File: config.mk
export PLATFORM = sky130hd
export DESIGN_NAME = can_bit_resync
export DESIGN_NICKNAME = d
export VERILOG_FILES = /design/src/rtl/can_bt_pkg.sv /design/src/rtl/can_bt_dp.sv /design/src/rtl/can_bt_ctl.sv /design/src/rtl/can_bit_resync.sv
export SDC_FILE = /design/constraint.sdc
export NUM_CORES = 1
export LEC_CHECK = 0
export BUFFER_PORTS_ARGS = -buffer_cell sky130_fd_sc_hd__buf_2
export CORE_MARGIN = 2
export CORE_UTILIZATION = 54
export DETAILED_ROUTE_END_ITERATION = 16
export GPL_TIMING_DRIVEN = 0
export PLACE_DENSITY = 0.8
export SLEW_MARGIN = 10
export SYNTH_ARGS = -nofsm -noshare
export SYNTH_HDL_FRONTEND = slang
export SYNTH_SLANG_ARGS = --single-unit
export TNS_END_PERCENT = 50
File: constraint.sdc
create_clock -name clk -period 3.85 [get_ports clk]
set_input_delay 0.1925 -clock clk [delete_from_list [all_inputs] [get_ports clk]]
set_output_delay 0.1925 -clock clk [all_outputs]
set_load 0.01 [all_outputs]
File: src/rtl/can_bt_pkg.sv
package can_bt_pkg;

  typedef enum logic [1:0] {
    SEG_SYNC = 2'd0,
    SEG_PROP = 2'd1,
    SEG_PH1  = 2'd2,
    SEG_PH2  = 2'd3
  } segT;

  // strobes from control to datapath
  typedef struct packed {
    logic cntClr;     // restart quantum counter in next segment
    logic clrAdj;     // drop any stored lengthening or shortening
    logic ldLateProp; // store late correction measured in propagation segment
    logic ldLatePh1;  // store late correction measured in first phase segment
    logic ldCut;      // store partial early correction
    logic sampleNow;  // this quantum closes the first phase segment
  } ctlT;

  // status from datapath to control
  typedef struct packed {
    logic edgeSeen;   // falling transition in this enabled cycle
    logic propLast;
    logic ph1Last;
    logic ph2Last;
    logic ph2LastCut; // last quantum if second phase segment is cut by SJW
    logic earlyFull;  // early error fits within SJW
  } statT;

endpackage

File: src/rtl/can_bt_dp.sv
module can_bt_dp
  import can_bt_pkg::*;
#(
  parameter int LEN_W = 4,
  parameter int SJW_W = 3
) (
  input  logic             clk,
  input  logic             rstN,
  input  logic             tqEn,
  input  logic             rxIn,
  input  logic [LEN_W-1:0] propLen,
  input  logic [LEN_W-1:0] ph1Len,
  input  logic [LEN_W-1:0] ph2Len,
  input  logic [SJW_W-1:0] sjwLen,
  input  ctlT              ctl,
  output statT             stat,
  output logic             samplePulse,
  output logic             sampleBit
);

  localparam int CNT_W = ((LEN_W + 1) > SJW_W) ? (LEN_W + 1) : SJW_W;
  localparam logic [CNT_W-1:0] ONE = CNT_W'(1);

  logic             rxPrev;
  logic [CNT_W-1:0] cnt;
  logic [SJW_W-1:0] ph1Ext;
  logic [SJW_W-1:0] ph2Cut;

  logic [CNT_W-1:0] sjwW;
  logic [CNT_W-1:0] lateErrProp;
  logic [CNT_W-1:0] lateErrPh1;
  logic [CNT_W-1:0] earlyErr;

  function automatic logic [SJW_W-1:0] clampErr(input logic [CNT_W-1:0] err,
                                                input logic [CNT_W-1:0] lim,
                                                input logic [SJW_W-1:0] limNarrow);
    return (err > lim) ? limNarrow : err[SJW_W-1:0];
  endfunction

  always_comb begin
    sjwW        = CNT_W'(sjwLen);
    lateErrProp = cnt + ONE;
    lateErrPh1  = CNT_W'(propLen) + cnt + ONE;
    earlyErr    = CNT_W'(ph2Len) - cnt;

    stat.edgeSeen   = tqEn & rxPrev & ~rxIn;
    stat.propLast   = (cnt == CNT_W'(propLen) - ONE);
    stat.ph1Last    = (cnt == CNT_W'(ph1Len) + CNT_W'(ph1Ext) - ONE);
    stat.ph2Last    = (cnt == CNT_W'(ph2Len) - CNT_W'(ph2Cut) - ONE);
    stat.ph2LastCut = (cnt == CNT_W'(ph2Len) - sjwW - ONE);
    stat.earlyFull  = (earlyErr <= sjwW);
  end

  always_ff @(posedge clk or negedge rstN) begin
    if (!rstN) begin
      rxPrev <= 1'b1;
      cnt    <= '0;
      ph1Ext <= '0;
      ph2Cut <= '0;
    end else if (tqEn) begin
      rxPrev <= rxIn;
      cnt    <= ctl.cntClr ? '0 : cnt + ONE;
      if (ctl.clrAdj) begin
        ph1Ext <= '0;
        ph2Cut <= '0;
      end else if (ctl.ldLateProp) begin
        ph1Ext <= clampErr(lateErrProp, sjwW, sjwLen);
      end else if (ctl.ldLatePh1) begin
        ph1Ext <= clampErr(lateErrPh1, sjwW, sjwLen);
      end else if (ctl.ldCut) begin
        ph2Cut <= sjwLen;
      end
    end
  end

  always_ff @(posedge clk or negedge rstN) begin
    if (!rstN) begin
      samplePulse <= 1'b0;
      sampleBit   <= 1'b1;
    end else begin
      samplePulse <= tqEn & ctl.sampleNow;
      if (tqEn && ctl.sampleNow) begin
        sampleBit <= rxIn;
      end
    end
  end

endmodule

File: src/rtl/can_bt_ctl.sv
module can_bt_ctl
  import can_bt_pkg::*;
(
  input  logic clk,
  input  logic rstN,
  input  logic tqEn,
  input  statT stat,
  output ctlT  ctl,
  output segT  segNow
);

  segT  segNext;
  logic used;
  logic edgeOk;
  logic markUsed;

  assign edgeOk = stat.edgeSeen & ~used;

  always_comb begin
    ctl      = '0;
    segNext  = segNow;
    markUsed = 1'b0;
    if (tqEn) begin
      unique case (segNow)
        SEG_SYNC: begin
          // zero phase error: consume the resync, adjust nothing
          markUsed   = edgeOk;
          ctl.cntClr = 1'b1;
          ctl.clrAdj = 1'b1;
          segNext    = SEG_PROP;
        end
        SEG_PROP: begin
          if (edgeOk) begin
            markUsed       = 1'b1;
            ctl.ldLateProp = 1'b1;
          end
          if (stat.propLast) begin
            ctl.cntClr = 1'b1;
            segNext    = SEG_PH1;
          end
        end
        SEG_PH1: begin
          if (edgeOk) begin
            markUsed      = 1'b1;
            ctl.ldLatePh1 = 1'b1;
          end else if (stat.ph1Last) begin
            ctl.sampleNow = 1'b1;
            ctl.cntClr    = 1'b1;
            ctl.clrAdj    = 1'b1;
            segNext       = SEG_PH2;
          end
        end
        SEG_PH2: begin
          if (edgeOk) begin
            markUsed = 1'b1;
            if (stat.earlyFull) begin
              // this quantum acts as the synchronisation quantum
              ctl.cntClr = 1'b1;
              ctl.clrAdj = 1'b1;
              segNext    = SEG_PROP;
            end else begin
              ctl.ldCut = 1'b1;
              if (stat.ph2LastCut) begin
                ctl.cntClr = 1'b1;
                segNext    = SEG_SYNC;
              end
            end
          end else if (stat.ph2Last) begin
            ctl.cntClr = 1'b1;
            segNext    = SEG_SYNC;
          end
        end
        default: segNext = SEG_SYNC;
      endcase
    end
  end

  always_ff @(posedge clk or negedge rstN) begin
    if (!rstN) begin
      segNow <= SEG_SYNC;
      used   <= 1'b0;
    end else if (tqEn) begin
      segNow <= segNext;
      if (ctl.sampleNow) begin
        used <= 1'b0;
      end else if (markUsed) begin
        used <= 1'b1;
      end
    end
  end

endmodule

File: src/rtl/can_bit_resync.sv
module can_bit_resync
  import can_bt_pkg::*;
#(
  parameter int LEN_W = 4,
  parameter int SJW_W = 3
) (
  input  logic             clk,
  input  logic             rstN,
  input  logic             tqEn,
  input  logic [LEN_W-1:0] propLen,
  input  logic [LEN_W-1:0] ph1Len,
  input  logic [LEN_W-1:0] ph2Len,
  input  logic [SJW_W-1:0] sjwLen,
  input  logic             rxIn,
  output logic             samplePulse,
  output logic             sampleBit
);

  ctlT  ctlBus;
  statT statBus;
  segT  segNow;

  can_bt_ctl i_ctl (
    .clk    (clk),
    .rstN   (rstN),
    .tqEn   (tqEn),
    .stat   (statBus),
    .ctl    (ctlBus),
    .segNow (segNow)
  );

  can_bt_dp #(
    .LEN_W (LEN_W),
    .SJW_W (SJW_W)
  ) i_dp (
    .clk         (clk),
    .rstN        (rstN),
    .tqEn        (tqEn),
    .rxIn        (rxIn),
    .propLen     (propLen),
    .ph1Len      (ph1Len),
    .ph2Len      (ph2Len),
    .sjwLen      (sjwLen),
    .ctl         (ctlBus),
    .stat        (statBus),
    .samplePulse (samplePulse),
    .sampleBit   (sampleBit)
  );

endmodule

# Word-level counts from Yosys, hierarchy flattened
# Cells that the tools add are included.
[word_totals]
wordCells = 95
reg_bits = 17
[classes]
order_cmp = 3
eq_ne = 14
reduce_logical = 10
addsub = 11
bitwise = 6
muxes = 43
[op_table]
columns = ["operator", "n"]
rows = [
  ["2-to-1 mux 3 bit", 9],
  ["== test 5 bit", 4],
  ["2-to-1 mux 1 bit", 19],
  ["2-to-1 mux 2 bit", 9],
  ["subtractor 5 x 1 -> 5 bit, second input constant", 3],
  ["adder 5 x 1 -> 5 bit, second input constant", 2],
  ["> comparator 5 x 3 -> 1 bit", 2],
  ["subtractor 4 x 3 -> 5 bit", 2],
  ["inequality test 2 x 1 -> 1 bit, second input constant", 4],
  ["case mux 2 bit (4 select lines)", 1],
  ["2-to-1 mux 6 bit", 1],
  ["AND reduction 6 bit", 1],
  ["adder 4 x 3 -> 5 bit", 1],
  ["adder 4 x 5 -> 5 bit", 1],
  ["<= comparator 5 x 3 -> 1 bit", 1],
  ["2-to-1 mux 5 bit", 1],
  ["subtractor 4 x 1 -> 5 bit, second input constant", 1],
  ["subtractor 4 x 5 -> 5 bit", 1],
  ["AND 1 bit", 4],
  ["== test 2 bit, second input constant", 2],
  ["inequality test 4 x 2 -> 1 bit, second input constant", 1],
  ["case mux 1 bit (4 select lines)", 1],
  ["AND reduction 2 bit", 2],
  ["AND reduction 4 bit", 1],
  ["11 further kinds", 13],
]

# Longest topological paths before layout
[depth]
depth_word = 12
depth_mapped = 12

# Hierarchy
# A second synthesis with hierarchy kept.
[unflattened]
hier_cells = 268
hier_area_um2 = 2258.4
[by_module_without_submodules]
columns = ["module", "instances", "area_each_um2", "cells_per_inst", "seq_area_each_um2"]
rows = [
  ["can_bt_dp", 1, 1948.1, 234, 352.8],
  ["can_bt_ctl", 1, 310.3, 34, 75.1],
]

# Worst setup path before layout
# OpenSTA, ideal clock, no wires.
[synth_timing]
path_type = "reg2reg"
from = "register i_dp.ph1Ext[1]"
to = "register i_dp.ph2Cut[0]"
slack_ps = 997
setup_time_ps = 122
arrival_ps = 2731
path_stages_with_launch = 12
n_path_buf = 0
t_required_ps = 3728
path_cell_list = "dfrtp_1 -> inv_1 -> ha_1 -> inv_1 -> ha_1 -> fa_1 -> xor2_1 -> or4_4 -> or3_4 -> nand3_2 -> a21oi_2 -> a32o_1"
[synth_between]
elab_chain_cells = 9
word_cells_on_any_way = 12
[synth_lines]
columns = ["item", "line_no", "rtl"]
rows = [
  ["start: declaration", "can_bt_dp.sv:26", "logic [SJW_W-1:0] ph1Ext;"],
  ["start signal: assignment", "can_bt_dp.sv:67", "ph1Ext <= clampErr(lateErrProp, sjwW, sjwLen);"],
  ["start signal: assignment", "can_bt_dp.sv:69", "ph1Ext <= clampErr(lateErrPh1, sjwW, sjwLen);"],
  ["adder 4 x 3 -> 5 bit *", "can_bt_dp.sv:48", "stat.ph1Last = (cnt == CNT_W'(ph1Len) + CNT_W'(ph1Ext) - ONE);"],
  ["subtractor 5 x 1 -> 5 bit *", "can_bt_dp.sv:48", ""],
  ["== test 5 bit *", "can_bt_dp.sv:48", ""],
  ["2-to-1 mux 2 bit *", "can_bt_ctl.sv:46", "end else if (stat.ph1Last) begin"],
  ["2-to-1 mux 2 bit *", "can_bt_ctl.sv:43", "if (edgeOk) begin"],
  ["case mux 1 bit (3 select lines) *", "can_bt_ctl.sv:24", "unique case (segNow)"],
  ["2-to-1 mux 6 bit *", "can_bt_ctl.sv:23", "if (tqEn) begin"],
  ["inequality test 2 x 1 -> 1 bit (no line) or nonzero test 2 bit (tied branches)", "n/a", ""],
  ["AND reduction 4 bit (no line)", "n/a", ""],
  ["end signal: assignment", "can_bt_dp.sv:71", "ph2Cut <= sjwLen;"],
  ["end: declaration", "can_bt_dp.sv:27", "logic [SJW_W-1:0] ph2Cut;"],
]
# Mark *: on every way between the ends. The rest lies on a longest branch, timed or not.
# A chain may end at the register's enable or synchronous reset.

# Final worst setup path
[layout_timing]
from = "register i_dp.cnt[0]"
to = "register i_dp.ph1Ext[2]"
[layout_between]
elab_chain_cells = 8
word_cells_on_any_way = 21
[layout_lines]
columns = ["item", "line_no", "rtl"]
rows = [
  ["start: declaration", "can_bt_dp.sv:25", "logic [CNT_W-1:0] cnt;"],
  ["start signal: assignment", "can_bt_dp.sv:62", "cnt <= ctl.cntClr ? '0 : cnt + ONE;"],
  ["parallel branches: the longest is 8 deep, another holds adder 4 x 5 -> 5 bit", "n/a", ""],
]
# Parallel ways; which one is timed is not known. The select of a mux whose other input is x is not followed.

==> out/qor.yml <==
synthMuxAreaShare: 0.03673
core_area_um2: 4029
slew_viol_final: 0
gp_congestion: 0.8425
routedWlPerCell_um: 15.33
critPathMaxFanout: 6
clock-sinks: 17
routed_wl_mm: 5.211
drt_iter0_drc: 117
synth_cell_types: 55
skew_ns: 0.001780
placed_area_um2: 2445
post_cts_resized: 0
rr_worst_depth: 11
path_class: "flop to flop"
hold_depth: 2
cp.required_ns: 4.02
finalCritPeriodShare: 0.8201
reg2reg_slack_ns: 0.69
crit_cells: 11
syn_area_per_cell_um2: 8.612
async_flop_share: 1.000
setup_viol: 0
dp_hpwl_mm: 4.245
crit_path_start: "i_dp.cnt[0]"
synth_top_family_by_area: "adder cells"
cts_setup_buffers: 0
cts_root_buffer: "clkbuf_8"
grt_max_degree: 18
hp-class: "input pin to flop"
synthSimpleGateAreaFrac: 0.1743
crit_path_frequent_cell: "ha_1"
min_from: "rxIn"
synth-edff-count: 0
insertion_delay_ns: 0.25
ir_worst_vdd_mv: 0.3468
area_growth_pct: 9.594
htreeDepth: 1
num_vias: 1970
worst-path-buf-inv: 2
endpoint_kind: "flop"
antenna_left: 0
drc: 0
hold_violations: 0
cp_top_family: "adder cells"
viasPerCell: 5.794
p_int_w: 0.0007006
fin_setup_tns_ns: 0
clockBufferDepth: 2
num_rows: 23
syn_area_um2: 2282
start_kind: "flop"
synthAdderAreaFrac: 0.2357
diodes: 0
syn_nets: 324
cts_buffers: 3
crit_chain: "buf_4 -> inv_1 -> ha_1 -> fa_1 -> xnor2_1 -> ha_1 -> o21a_1 -> o21ai_0 -> nand4_1 -> nand3b_1 -> a41oi_1"
cts_tree: "yes"
p_sw_frac: 0.4768
maxCapViolations: 0
max_freq_mhz: 316.7
p_switching_w: 0.0006384
synth-compound-area-share: 0.1787
cp_slowest_cell: "fa_1"
holdPathEnd: "i_dp.rxPrev"
worst_slew_pin_slew_ns: 0.6079
track_usage: 0.2312
cts.reportedPaths.clkPinSlew_ns: 0.07
synthCells: 265
fin_crit_ns: 3.158
reg2reg_to: "i_dp.ph1Ext[2]"
start_util: 0.5665
power_density_nw_per_um2: 535.3
design_area_um2: 2501
clkPwrFrac: 0.100
antenna_found_initial: 0
grt-ovfl-total: 0
drive_gt1_frac: 0.1517
dieWidth_um: 69.01
yosysSeqAreaShare: 0.1875
synth_top_flop_cell: "dfrtp_1"
relSlewSlack: 0.5910
rsz0062_at_grt: "false"
hold_buffers: 1
io_buffers: 20
grt_first_pass_wirelength_mm: 9.142
leakagePower_nw: 1.204
dieArea_um2: 4762
finalPower_w: 0.001339
cp_data_arrival_time_ns: 3.33
yosys.area_share.xor_xnor: 0.1036
comb_power_share: 0.698
yosys_warnings: 0
r2r-start: "i_dp.cnt[0]"
drtPass1Iterations: 4
slowest_delay_ns: 0.44
status: "complete, no violations"
first_global_vias: 2003
nets: 350
ios: 21
pwr-share-seq: 0.202
ys_seq_elements: 17
die_y_um: 69.01
## worst max path at each step
stage / end / slack, ns
after CTS: i_dp.ph1Ext[2] / 0.70
after detailed placement: i_dp.ph1Ext[2] / 0.73
after global routing: i_dp.ph1Ext[2] / 0.45
after global placement: i_dp.ph2Cut[1] / 0.75
final: i_dp.ph1Ext[2] / 0.69
after floorplan: i_dp.ph2Cut[0] / 1.0
## power by group through the flow
stage          combinational, W  clock, W  sequential (W)
2_1_floorplan          0.000724         0        0.000261
3_3_place_gp           0.000896         0        0.000272
3_5_place_dp           0.000923         0        0.000273
4_1_cts                0.000929  0.000136        0.000270
5_1_grt                 0.00107  0.000144        0.000277
6_report               0.000935  0.000134        0.000270
## flip-flops by register name (all words and copies together) (netlist names)
name and flops:
i_ctl.used 1, i_dp.samplePulse 1, i_dp.rxPrev 1, i_dp.sampleBit 1
i_dp.ph1Ext 3, i_ctl.segNow 2, i_dp.cnt 5, i_dp.ph2Cut 3
## cells in the mapped netlist (all sizes together) (5+ instances only)
master,n,area [µm²]
o21ai,15,75.07
xor2,13,113.9
nand3,9,50.05
ha,35,437.9
fa,5,100.1
nor2,12,45.04
a21oi,15,78.83
mux2i,5,50.05
xnor2,14,122.6
buf,5,36.28
nor2b,6,37.54
inv,40,150.1
dfrtp,15,375.4
nor3,5,25.02
nand2,11,41.29
## layer usage
layer	part of all wire	up-vias	track usage
li1	-	991	-
met1	0.48	933	0.3181
met3	0.028	10	0.01901
met4	0.018	0	0.07843
met5	0	-	0
met2	0.47	36	0.3814
## worst reg2reg max path, cell delays in order, from the launching register on
cell	delay (ns)
dfrtp_1	0.41
buf_4	0.20
inv_1	0.08
ha_1	0.22
fa_1	0.44
xnor2_1	0.31
ha_1	0.31
o21a_1	0.11
o21ai_0	0.21
nand4_1	0.31
nand3b_1	0.26
a41oi_1	0.22
## final cells by class
| type | count | area (µm²) |
|---|---|---|
| Sequential cell | 17 | 427.9 |
| Fill cell | 349 | 1528 |
| Multi-Input combinational cell | 202 | 1664 |
| Clock inverter | 1 | 5.005 |
| Tap cell | 50 | 62.56 |
| Timing Repair Buffer | 21 | 110.1 |
| Buffer | 6 | 40.04 |
| Inverter | 40 | 150.1 |
| Clock buffer | 3 | 41.29 |
## metrics by stage
stage	hold slack [ns]	std cells	worst slack (ns)	utilization
floorplan	-0.1031	265	0.9973	-
global placement	0.1290	335	0.7459	0.6068
detailed placement	0.1325	335	0.7277	0.6068
CTS	0.1922	340	0.7021	0.6208
global route	0.2095	340	0.4468	0.6208
finish	0.1978	340	0.6924	0.6208
## kinds of logic (layout without fill, tap and decap cells)
logic type,Yosys count,in the layout
adder cells (fa/ha/maj),40,40
multiplexers,8,8
AND/OR/NAND/NOR,67,67
AO/OA/AOI/OAI,60,60
XOR/XNOR,27,27
flip-flops,17,17
buffers and inverters,46,71
## cells in the final DEF, fill, tap and decap left out, types with 3 or more instances in the layout
cell / synthesis / routed
nor3_1: 5 / 5
a32o_1: 3 / 3
inv_1: 40 / 40
a31oi_1: 3 / 3
nand2_1: 11 / 11
buf_2: 2 / 22
a21oi_1: 14 / 14
mux2_2: 3 / 3
dfrtp_1: 15 / 15
xnor2_1: 14 / 14
and3_1: 4 / 4
o21ai_0: 15 / 15
nor2b_1: 6 / 6
fa_1: 5 / 5
clkbuf_8: 0 / 3
o221ai_1: 4 / 4
o31ai_1: 3 / 3
mux2i_1: 5 / 5
nor2_1: 12 / 12
nand3_1: 8 / 8
xor2_1: 13 / 13
ha_1: 35 / 35
Note: power is estimated with default switching activity, not from simulation.
